[config.mk]
export PLATFORM = sky130hd
export DESIGN_NAME = tristate_pwm_gate
export DESIGN_NICKNAME = d
export VERILOG_FILES = /design/src/rtl/tsd_pkg.sv /design/src/rtl/tsd_sync.sv /design/src/rtl/tsd_level_track.sv /design/src/rtl/tsd_deadtime.sv /design/src/rtl/tristate_pwm_gate.sv
export SDC_FILE = /design/constraint.sdc
export NUM_CORES = 1
export LEC_CHECK = 0
export BUFFER_PORTS_ARGS = -buffer_cell sky130_fd_sc_hd__clkbuf_2
export CAP_MARGIN = 30
export CORE_AREA = 2 2 39 41
export CTS_CLUSTER_DIAMETER = 100
export DETAILED_ROUTE_END_ITERATION = 6
export DIE_AREA = 0 0 41 43
export GPL_ROUTABILITY_DRIVEN = 0
export PLACE_DENSITY = 0.58
export SLEW_MARGIN = 10
export SYNTH_ARGS = -nofsm -noshare
export SYNTH_HDL_FRONTEND = slang
export SYNTH_SLANG_ARGS = --single-unit
[constraint.sdc]
create_clock -name clk -period 1.8 [get_ports clk]
set_input_delay 0.09 -clock clk [delete_from_list [all_inputs] [get_ports clk]]
set_output_delay 0.09 -clock clk [all_outputs]
set_load 0.1 [all_outputs]
[src/rtl/tsd_pkg.sv]
// Package: shared types and the level decode used by the tri-state PWM gate decoder.
// Assumes the two comparator flags are already synchronised when decoded.
package tsd_pkg;

    typedef enum logic [1:0] {
        LVL_MID  = 2'd0,
        LVL_LOW  = 2'd1,
        LVL_HIGH = 2'd2
    } lvl_e;

    // Map the two flags to a level; both flags set counts as high.
    function automatic lvl_e decode_level(input logic above, input logic below);
        if (above) begin
            return LVL_HIGH;
        end else if (below) begin
            return LVL_LOW;
        end
        return LVL_MID;
    endfunction

endpackage

[src/rtl/tsd_sync.sv]
// Module: multi-flop synchroniser for a bus of independent asynchronous flags.
// Assumes each bit is an unrelated level signal (no bus coherency needed).
module tsd_sync #(
    parameter int WIDTH  = 2,
    parameter int STAGES = 2
) (
    input  logic             clk,
    input  logic             rst_n,
    input  logic [WIDTH-1:0] async_i,
    output logic [WIDTH-1:0] sync_o
);

    logic [WIDTH-1:0] stage_q [STAGES];

    genvar gi;
    generate
        for (gi = 0; gi < STAGES; gi++) begin : g_stage
            if (gi == 0) begin : g_first
                // First flop captures the asynchronous pins.
                always_ff @(posedge clk) begin
                    if (!rst_n) stage_q[gi] <= '0;
                    else        stage_q[gi] <= async_i;
                end
            end else begin : g_next
                // Later flops settle metastability.
                always_ff @(posedge clk) begin
                    if (!rst_n) stage_q[gi] <= '0;
                    else        stage_q[gi] <= stage_q[gi-1];
                end
            end
        end
    endgenerate

    assign sync_o = stage_q[STAGES-1];

endmodule

[src/rtl/tsd_level_track.sv]
// Module: tracks the last valid PWM level and detects the tri-state condition.
// A mid-window level held for HOLD_CYCLES samples sets tri_off; only a high
// level clears it. Reset enters tri_off. Assumes synchronised flags.
module tsd_level_track
    import tsd_pkg::*;
#(
    parameter int HOLD_CYCLES = 13
) (
    input  logic clk,
    input  logic rst_n,
    input  logic above_s,
    input  logic below_s,
    output logic tri_off_o,
    output logic last_hi_o
);

    localparam int CW = (HOLD_CYCLES > 1) ? $clog2(HOLD_CYCLES) : 1;
    localparam logic [CW-1:0] DWELL_LAST = CW'(HOLD_CYCLES - 1);
    localparam int RW = $clog2(HOLD_CYCLES + 1);
    localparam logic [RW-1:0] RUN_MAX = RW'(HOLD_CYCLES);

    lvl_e          lvl;
    logic [CW-1:0] dwell_q;

    // Decode the synchronised flags into a level.
    always_comb lvl = decode_level(above_s, below_s);

    // Update the tri-state flag, dwell counter and last valid level.
    always_ff @(posedge clk) begin
        if (!rst_n) begin
            tri_off_o <= 1'b1;
            last_hi_o <= 1'b0;
            dwell_q   <= '0;
        end else begin
            case (lvl)
                LVL_HIGH: begin
                    tri_off_o <= 1'b0;
                    last_hi_o <= 1'b1;
                    dwell_q   <= '0;
                end
                LVL_LOW: begin
                    last_hi_o <= 1'b0;
                    dwell_q   <= '0;
                end
                default: begin
                    if (dwell_q == DWELL_LAST) tri_off_o <= 1'b1;
                    else                       dwell_q   <= dwell_q + 1'b1;
                end
            endcase
        end
    end

    // Checker state: independent run length of consecutive mid samples.
    logic [RW-1:0] mid_run_q;
    always_ff @(posedge clk) begin
        if (!rst_n)                mid_run_q <= '0;
        else if (lvl != LVL_MID)   mid_run_q <= '0;
        else if (mid_run_q != RUN_MAX) mid_run_q <= mid_run_q + 1'b1;
    end

    // entry happens only after a full hold-off dwell.
    p_dwell_entry_r3: assert property (@(posedge clk) disable iff (!rst_n)
        $rose(tri_off_o) |-> (mid_run_q == RUN_MAX));

    // a valid level never sets the tri-state flag.
    p_no_entry_on_valid_r4: assert property (@(posedge clk) disable iff (!rst_n)
        (!tri_off_o && lvl != LVL_MID) |=> !tri_off_o);

    // only a high level releases the flag.
    p_exit_on_high_r5: assert property (@(posedge clk) disable iff (!rst_n)
        $fell(tri_off_o) |-> $past(lvl == LVL_HIGH));

    // a low level keeps the flag set.
    p_low_keeps_off_r5: assert property (@(posedge clk) disable iff (!rst_n)
        (tri_off_o && lvl == LVL_LOW) |=> tri_off_o);

endmodule

[src/rtl/tsd_deadtime.sv]
// Module: break-before-make stage for the two gate requests.
// Any gate turning off starts a gap of DEAD_CYCLES cycles with both low before
// either gate may turn on. Assumes the two requests are never both set.
module tsd_deadtime #(
    parameter int DEAD_CYCLES = 2
) (
    input  logic clk,
    input  logic rst_n,
    input  logic req_hs_i,
    input  logic req_ls_i,
    output logic hs_o,
    output logic ls_o
);

    localparam int DW = (DEAD_CYCLES > 1) ? $clog2(DEAD_CYCLES) : 1;
    localparam logic [DW-1:0] GAP_LOAD = DW'(DEAD_CYCLES - 1);
    localparam int LW = $clog2(DEAD_CYCLES + 1);
    localparam logic [LW-1:0] LOW_MAX = LW'(DEAD_CYCLES);

    logic [DW-1:0] gap_q;
    logic          drop;

    // A conducting gate whose request went away must switch off.
    always_comb drop = (hs_o && !req_hs_i) || (ls_o && !req_ls_i);

    // Sequence gate turn-off, dead-time countdown and gate turn-on.
    always_ff @(posedge clk) begin
        if (!rst_n) begin
            hs_o  <= 1'b0;
            ls_o  <= 1'b0;
            gap_q <= '0;
        end else if (drop) begin
            hs_o  <= 1'b0;
            ls_o  <= 1'b0;
            gap_q <= GAP_LOAD;
        end else if (!hs_o && !ls_o) begin
            if (gap_q != '0)  gap_q <= gap_q - 1'b1;
            else if (req_hs_i) hs_o <= 1'b1;
            else if (req_ls_i) ls_o <= 1'b1;
        end
    end

    // Checker state: cycles both gates have been low, and whether any gate was on.
    logic [LW-1:0] low_run_q;
    logic          seen_on_q;
    always_ff @(posedge clk) begin
        if (!rst_n) begin
            low_run_q <= '0;
            seen_on_q <= 1'b0;
        end else begin
            seen_on_q <= seen_on_q | hs_o | ls_o;
            if (hs_o || ls_o)              low_run_q <= '0;
            else if (low_run_q != LOW_MAX) low_run_q <= low_run_q + 1'b1;
        end
    end

    // never both on.
    p_no_overlap_r9: assert property (@(posedge clk) disable iff (!rst_n)
        !(hs_o && ls_o));

    // a turn-on after a turn-off waits the full gap.
    p_gap_before_on_r9: assert property (@(posedge clk) disable iff (!rst_n)
        (($rose(hs_o) || $rose(ls_o)) && seen_on_q) |-> (low_run_q == LOW_MAX));

endmodule

[src/rtl/tristate_pwm_gate.sv]
// Module: top of the tri-state PWM gate decoder.
// Synchronises the comparator flags, tracks level and tri-state, applies the
// enables and drives the gates through the break-before-make stage.
// Assumes enable_i and ls_enable_i are synchronous to clk.
module tristate_pwm_gate #(
    parameter int HOLD_CYCLES = 13,
    parameter int DEAD_CYCLES = 2,
    parameter int SYNC_STAGES = 2
) (
    input  logic clk,
    input  logic rst_n,
    input  logic above_i,
    input  logic below_i,
    input  logic enable_i,
    input  logic ls_enable_i,
    output logic hs_gate_o,
    output logic ls_gate_o,
    output logic tri_off_o
);

    logic [1:0] flags_s;
    logic       last_hi;
    logic       req_hs;
    logic       req_ls;

    tsd_sync #(.WIDTH(2), .STAGES(SYNC_STAGES)) u_sync (
        .clk     (clk),
        .rst_n   (rst_n),
        .async_i ({above_i, below_i}),
        .sync_o  (flags_s)
    );

    tsd_level_track #(.HOLD_CYCLES(HOLD_CYCLES)) u_track (
        .clk       (clk),
        .rst_n     (rst_n),
        .above_s   (flags_s[1]),
        .below_s   (flags_s[0]),
        .tri_off_o (tri_off_o),
        .last_hi_o (last_hi)
    );

    // Turn the tracked level into gate requests under the enables.
    always_comb begin
        req_hs = enable_i && !tri_off_o && last_hi;
        req_ls = enable_i && !tri_off_o && !last_hi && ls_enable_i;
    end

    tsd_deadtime #(.DEAD_CYCLES(DEAD_CYCLES)) u_dead (
        .clk      (clk),
        .rst_n    (rst_n),
        .req_hs_i (req_hs),
        .req_ls_i (req_ls),
        .hs_o     (hs_gate_o),
        .ls_o     (ls_gate_o)
    );

    // global disable leaves both gates off.
    p_enable_gate_r8: assert property (@(posedge clk) disable iff (!rst_n)
        !$past(enable_i) |-> (!hs_gate_o && !ls_gate_o));

    // low-side disable leaves the low-side gate off.
    p_ls_block_r7: assert property (@(posedge clk) disable iff (!rst_n)
        !$past(ls_enable_i) |-> !ls_gate_o);

    // a settled tri-state condition keeps both gates off.
    p_tri_quiet_r3: assert property (@(posedge clk) disable iff (!rst_n)
        (tri_off_o && $past(tri_off_o)) |-> (!hs_gate_o && !ls_gate_o));

endmodule

# Yosys cells after proc, flatten, opt, wreduce, memory -nomap -nowiden
# Memories as Yosys holds them, arrays and structs flattened.
# Cells that the tools add are included.
# W data, S select, Z words.
[classes] muxes=15 bitwise_logic=6 eq_ne=3 n_reduce_logical=22 n_addsub=2
[ops] cell="$mux W2" count=5
[ops] cell="$mux W1" count=8
[ops] cell="$logic_and A1 B1 Y1" count=7
[ops] cell="$logic_not A1 Y1" count=6
[ops] cell="$reduce_bool A2 Y1" count=3
[ops] cell="$add A4 B1 Y4 const B" count=1
[ops] cell="$eq A4 B4 Y1 const B" count=1
[ops] cell="$not A1 Y1" count=4
[ops] cell="$pmux W1 S2" count=2
[ops] cell="$reduce_and A4 Y1" count=1
[ops] cell="$reduce_and A3 Y1" count=1
[ops] cell="$reduce_or A3 Y1" count=1
[ops] cell="$eq A2 B1 Y1 const B" count=1
[ops] cell="$eq A2 B2 Y1 const B" count=1
[ops] cell="$or A1 B1 Y1" count=2
[ops] cell="$reduce_and A2 Y1" count=1
[ops] cell="$reduce_or A2 Y1" count=1
[ops] cell="$logic_or A1 B1 Y1" count=1
[ops] cell="$sub A1 B1 Y1 const B" count=1
[totals] mem_count=1 input_bits=6 out_inout_bits=3 elab_cells=55 mem_bits_rw=4 register_bits=9
[memory_table] name="u_sync.stage_q" words=2 width=2 read_ports=2 rd_clocked_by_memory_dff=0 wr=2 line_no="tsd_sync.sv:13" rtl="logic [WIDTH-1:0] stage_q [STAGES];"

# Logic depth before layout (Yosys ltp)
[logic_depth] ltp_word=8 ltp_mapped=5 depth_no_buf=5

# Cells and area by module
# A second synthesis with hierarchy kept.
[unflattened] hier_cells=53 hier_area_um2=518.0
[modules_own_cells] module="tsd_level_track" area_per_inst_um2=265.3 instances=1 cells_each=28 seq_area_each_um2=120.1
[modules_own_cells] module="tsd_deadtime" area_per_inst_um2=125.1 instances=1 cells_each=15 seq_area_each_um2=60.1
[modules_own_cells] module="tsd_sync" area_per_inst_um2=105.1 instances=1 cells_each=8 seq_area_each_um2=80.1
[modules_own_cells] module="tristate_pwm_gate" area_per_inst_um2=22.5 instances=1 cells_each=2 seq_area_each_um2=0.0

# Least setup slack after synthesis
# OpenSTA, ideal clock, no wires.
[synth_timing] kind="register to register" from="register u_dead.ls_o" to="register u_dead.ls_o" t_required_ns=1.692 setup_time_ns=0.108 period_less_slack_ns=1.532 arrival_ns=1.424 path_buffers=0 path_stages_with_launch=3 slack_ns=0.268 cell_sequence="dfxtp_1 > inv_1 > a2111oi_2"
[synth_between] elab_chain_len=3 elab_cells_between_ends=6 cone_classes="reduce/logical (6)"
[synth_lines] item="start: declaration" line_no="tsd_deadtime.sv:12" rtl="output logic ls_o"
[synth_lines] item="start signal: assignment" line_no="tsd_deadtime.sv:30" rtl="ls_o <= 1'b0;"
[synth_lines] item="start signal: assignment" line_no="tsd_deadtime.sv:34" rtl="ls_o <= 1'b0;"
[synth_lines] item="start signal: assignment" line_no="tsd_deadtime.sv:39" rtl="else if (req_ls_i) ls_o <= 1'b1;"
[synth_lines] item="$logic_not A1 Y1 or $logic_and A1 B1 Y1 (tied branches)" line_no="tsd_deadtime.sv:36, tsd_deadtime.sv:24"
[synth_lines] item="$logic_and A1 B1 Y1 or $logic_or A1 B1 Y1 (tied branches)" line_no="tsd_deadtime.sv:36, tsd_deadtime.sv:24"
[synth_lines] item="$reduce_and A4 Y1 (no line) or $reduce_or A2 Y1 (tied branches)"
# Parallel ways exist; a longest one is shown, timed or not.
# A chain may end at the register's enable or synchronous reset.

# Worst setup path after layout
[layout_timing] from="register u_dead.hs_o" to="output port hs_gate_o"
[layout_lines] item="start: declaration" line_no="tsd_deadtime.sv:11" rtl="output logic hs_o,"
[layout_lines] item="start signal: assignment" line_no="tsd_deadtime.sv:29" rtl="hs_o <= 1'b0;"
[layout_lines] item="start signal: assignment" line_no="tsd_deadtime.sv:33" rtl="hs_o <= 1'b0;"
[layout_lines] item="start signal: assignment" line_no="tsd_deadtime.sv:38" rtl="else if (req_hs_i) hs_o <= 1'b1;"
[layout_lines] item="end: declaration" line_no="tristate_pwm_gate.sv:16" rtl="output logic hs_gate_o,"
# No word-level cell between the ends.

==> impl_metrics.py <==
metrics = {
    "critical_path": {
        "cp.depth": 1,
        "max_stage_delay_ns": 0.48,
        "arrival_ns": 1.13,
        "required_ns": 1.71,
        "rr_worst_depth": 5,
        "end_kind": "output pin",
        "path_cells": "clkbuf_2",
        "worstSetupPathType": "flip-flop to output pin",
        "slowest_stage": "clkbuf_2",
        "crit_fanout": 3,
        "cpLargestDelayFamily": "buffers and inverters",
        "path_buf_inv": 1,
        "critPathLaunchType": "flip-flop",
    },
    "global_route": {
        "grt_pass1_vias": 403,
        "antenna_found_initial": 0,
        "grt_first_pass_wirelength_um": 1540,
        "grt_use_total_pct": 13.4,
        "grt_overflow": 0,
        "grt_max_degree": 10,
    },
    "logic_synthesis": {
        "synthCells": 49,
        "yosys_warnings": 0,
        "synth_top_area_cell": "dfxtp_1",
        "ys_types": 24,
        "synth_area_um2": 510,
        "yosysSeqAreaShare_pct": 51.0,
        "synthTopCellsByArea": "dfxtp_1 (51%), and2_2 (5.9%), ha_1 (4.9%)",
        "synth.net_count": 57,
        "yosys_register_bits": 13,
        "synth_top_area_share_pct": 51.0,
        "avgSynthCellArea_um2": 10.4,
    },
    "outcome": {
        "outcome": "complete, no violations",
    },
    "cts": {
        "max-clock-path-buffers": 2,
        "clkTransAtPathRegs_ns": 0.08,
        "cts_setup_buffers": 0,
        "ctsHoldBuffers": 0,
        "cts_tree": "yes",
        "cts_resized": 0,
        "cts_max_level": 1,
        "cts_root_buffer": "clkbuf_4",
        "clock-sinks": 13,
        "cts_made_buffers": 3,
        "worstSkewPairLatency_ns": 0.27,
    },
    "cells_and_area": {
        "finalNonFillerCells": 77,
        "area_delta_synth_final_pct": 16.9,
        "nets": 70,
        "antennaDiodeCount": 0,
        "drive_gt1_share_pct": 29.5,
        "final_common_cell": "dfxtp_1",
        "final_cell_mix": "dfxtp_1 (13), clkbuf_2 (8), inv_1 (4), and2_2 (4)",
        "fin_util_pct": 43.1,
    },
    "die": {
        "core_um2": 1380,
        "die_area_um2": 1760,
        "ios": 9,
        "die_width_um": 41,
        "start_util_pct": 36.9,
        "rows": 14,
        "dieHeight_um": 43,
    },
    "place": {
        "place_ws_ns": 0.608,
        "hpwl_um": 671,
        "placed_cells": 73,
        "port_buffers": 8,
    },
    "timing": {
        "tns_ns": 0,
        "period_share_pct": 68.0,
        "fin_worst_skew_ns": 0.00129,
        "tightest_slew_ns": 0.539,
        "max_clock_freq_mhz": 817,
        "finalCriticalPeriod_ns": 1.22,
        "hold_viol_final": 0,
        "holdWs_ns": 0.0299,
        "setup_viol": 0,
        "rsz0062_at_grt": "false",
        "slew_headroom_pct": 64.2,
        "slew_viol_final": 0,
        "fin_ws_ns": 0.576,
    },
    "detailed_routing": {
        "routedWlPerCell_um": 11.3,
        "routed-via-count": 367,
        "wirelength_um": 869,
        "drc": 0,
        "firstDrtPassIters": 3,
        "ant_nets": 0,
        "viasPerCell": 4.77,
        "drt_iter0_drc": 4,
    },
    "hold_path": {
        "min_path_cells": 2,
        "hp-class": "primary input to flip-flop",
    },
    "power": {
        "power_density_nw_per_um2": 911,
        "p_leak_uw": 0.000246,
        "ir_drop_v": 0.000323,
    },
    "run": {
        "drv_cap": 0,
    },
}
[through the flow]
stage                     total power [uW]  cell area, um2
after global placement                 366             571
after CTS                              550             597
final                                  543             597
after detailed placement               370             571
after floorplan                        352             510
after global routing                   566             597
[synth_stat cells]
master,instances
xnor2_1,2
a2111oi_2,1
o21ba_1,1
and2_2,4
nand2b_1,2
nand3b_2,1
nand3_1,1
a31oi_1,1
a21oi_1,2
nand3_2,1
nor2b_1,1
nand2_1,1
o21ai_1,2
inv_1,4
a211oi_1,1
o21ai_0,1
ha_1,2
nor3_1,1
dfxtp_1,13
nor3b_1,1
nor2_1,3
mux2i_1,1
o21a_1,1
or3b_1,1
[state kept, by name, indices dropped and copies added (netlist names)]
register	count
u_track.tri_off_o	1
u_dead.hs_o	1
u_dead.gap_q	1
u_sync.stage_q	4
u_track.dwell_q	4
u_track.last_hi_o	1
u_dead.ls_o	1
[power by group]
| part | switching [uW] | internal, uW |
|---|---|---|
| combinational | 30.2 | 21.9 |
| sequential | 10.4 | 299 |
| clock | 95.8 | 85.9 |
| total | 136 | 407 |
[per-layer routing]
layer / wire length [um] / vias to the layer above / share of wire [%] / global-route usage [%]
met4: 31 / 0 / 3.6 / 10.0
li1: - / 194 / - / -
met5: 0 / - / 0 / 0
met3: 45 / 5 / 5.2 / 3.14
met1: 384 / 157 / 44 / 13.9
met2: 408 / 11 / 47 / 21.6
[kinds of logic after synthesis]
family	share of synthesized area, %
AOI/OAI and AO/OA	14.0
xor gates and xnor gates	3.43
adders and majority gates	4.90
buffers and inverters	2.94
DFF	51.0
muxes	1.96
and+or+nand+nor	21.8
[worst paths after layout]
| kind | startpoint | end | slack [ns] |
|---|---|---|---|
| worst max register to register | u_track.dwell_q[0] | u_track.dwell_q[1] | 0.61 |
| worst max-delay path | u_dead.hs_o | hs_gate_o | 0.58 |
| worst min-delay path | below_i | u_sync.stage_q[0][0] | 0.03 |
| worst min register to register | u_sync.stage_q[0][1] | u_sync.stage_q[1][1] | 0.45 |
[area by class of cell]
class,count,area [um2]
timing repair buffer,8,40.0
inverter,4,15.0
multi-input combinational,32,235
sequential,13,260
clock buffer,4,26.3
fill,136,787
tap,16,20.0
(Power assumes the default switching activity.)
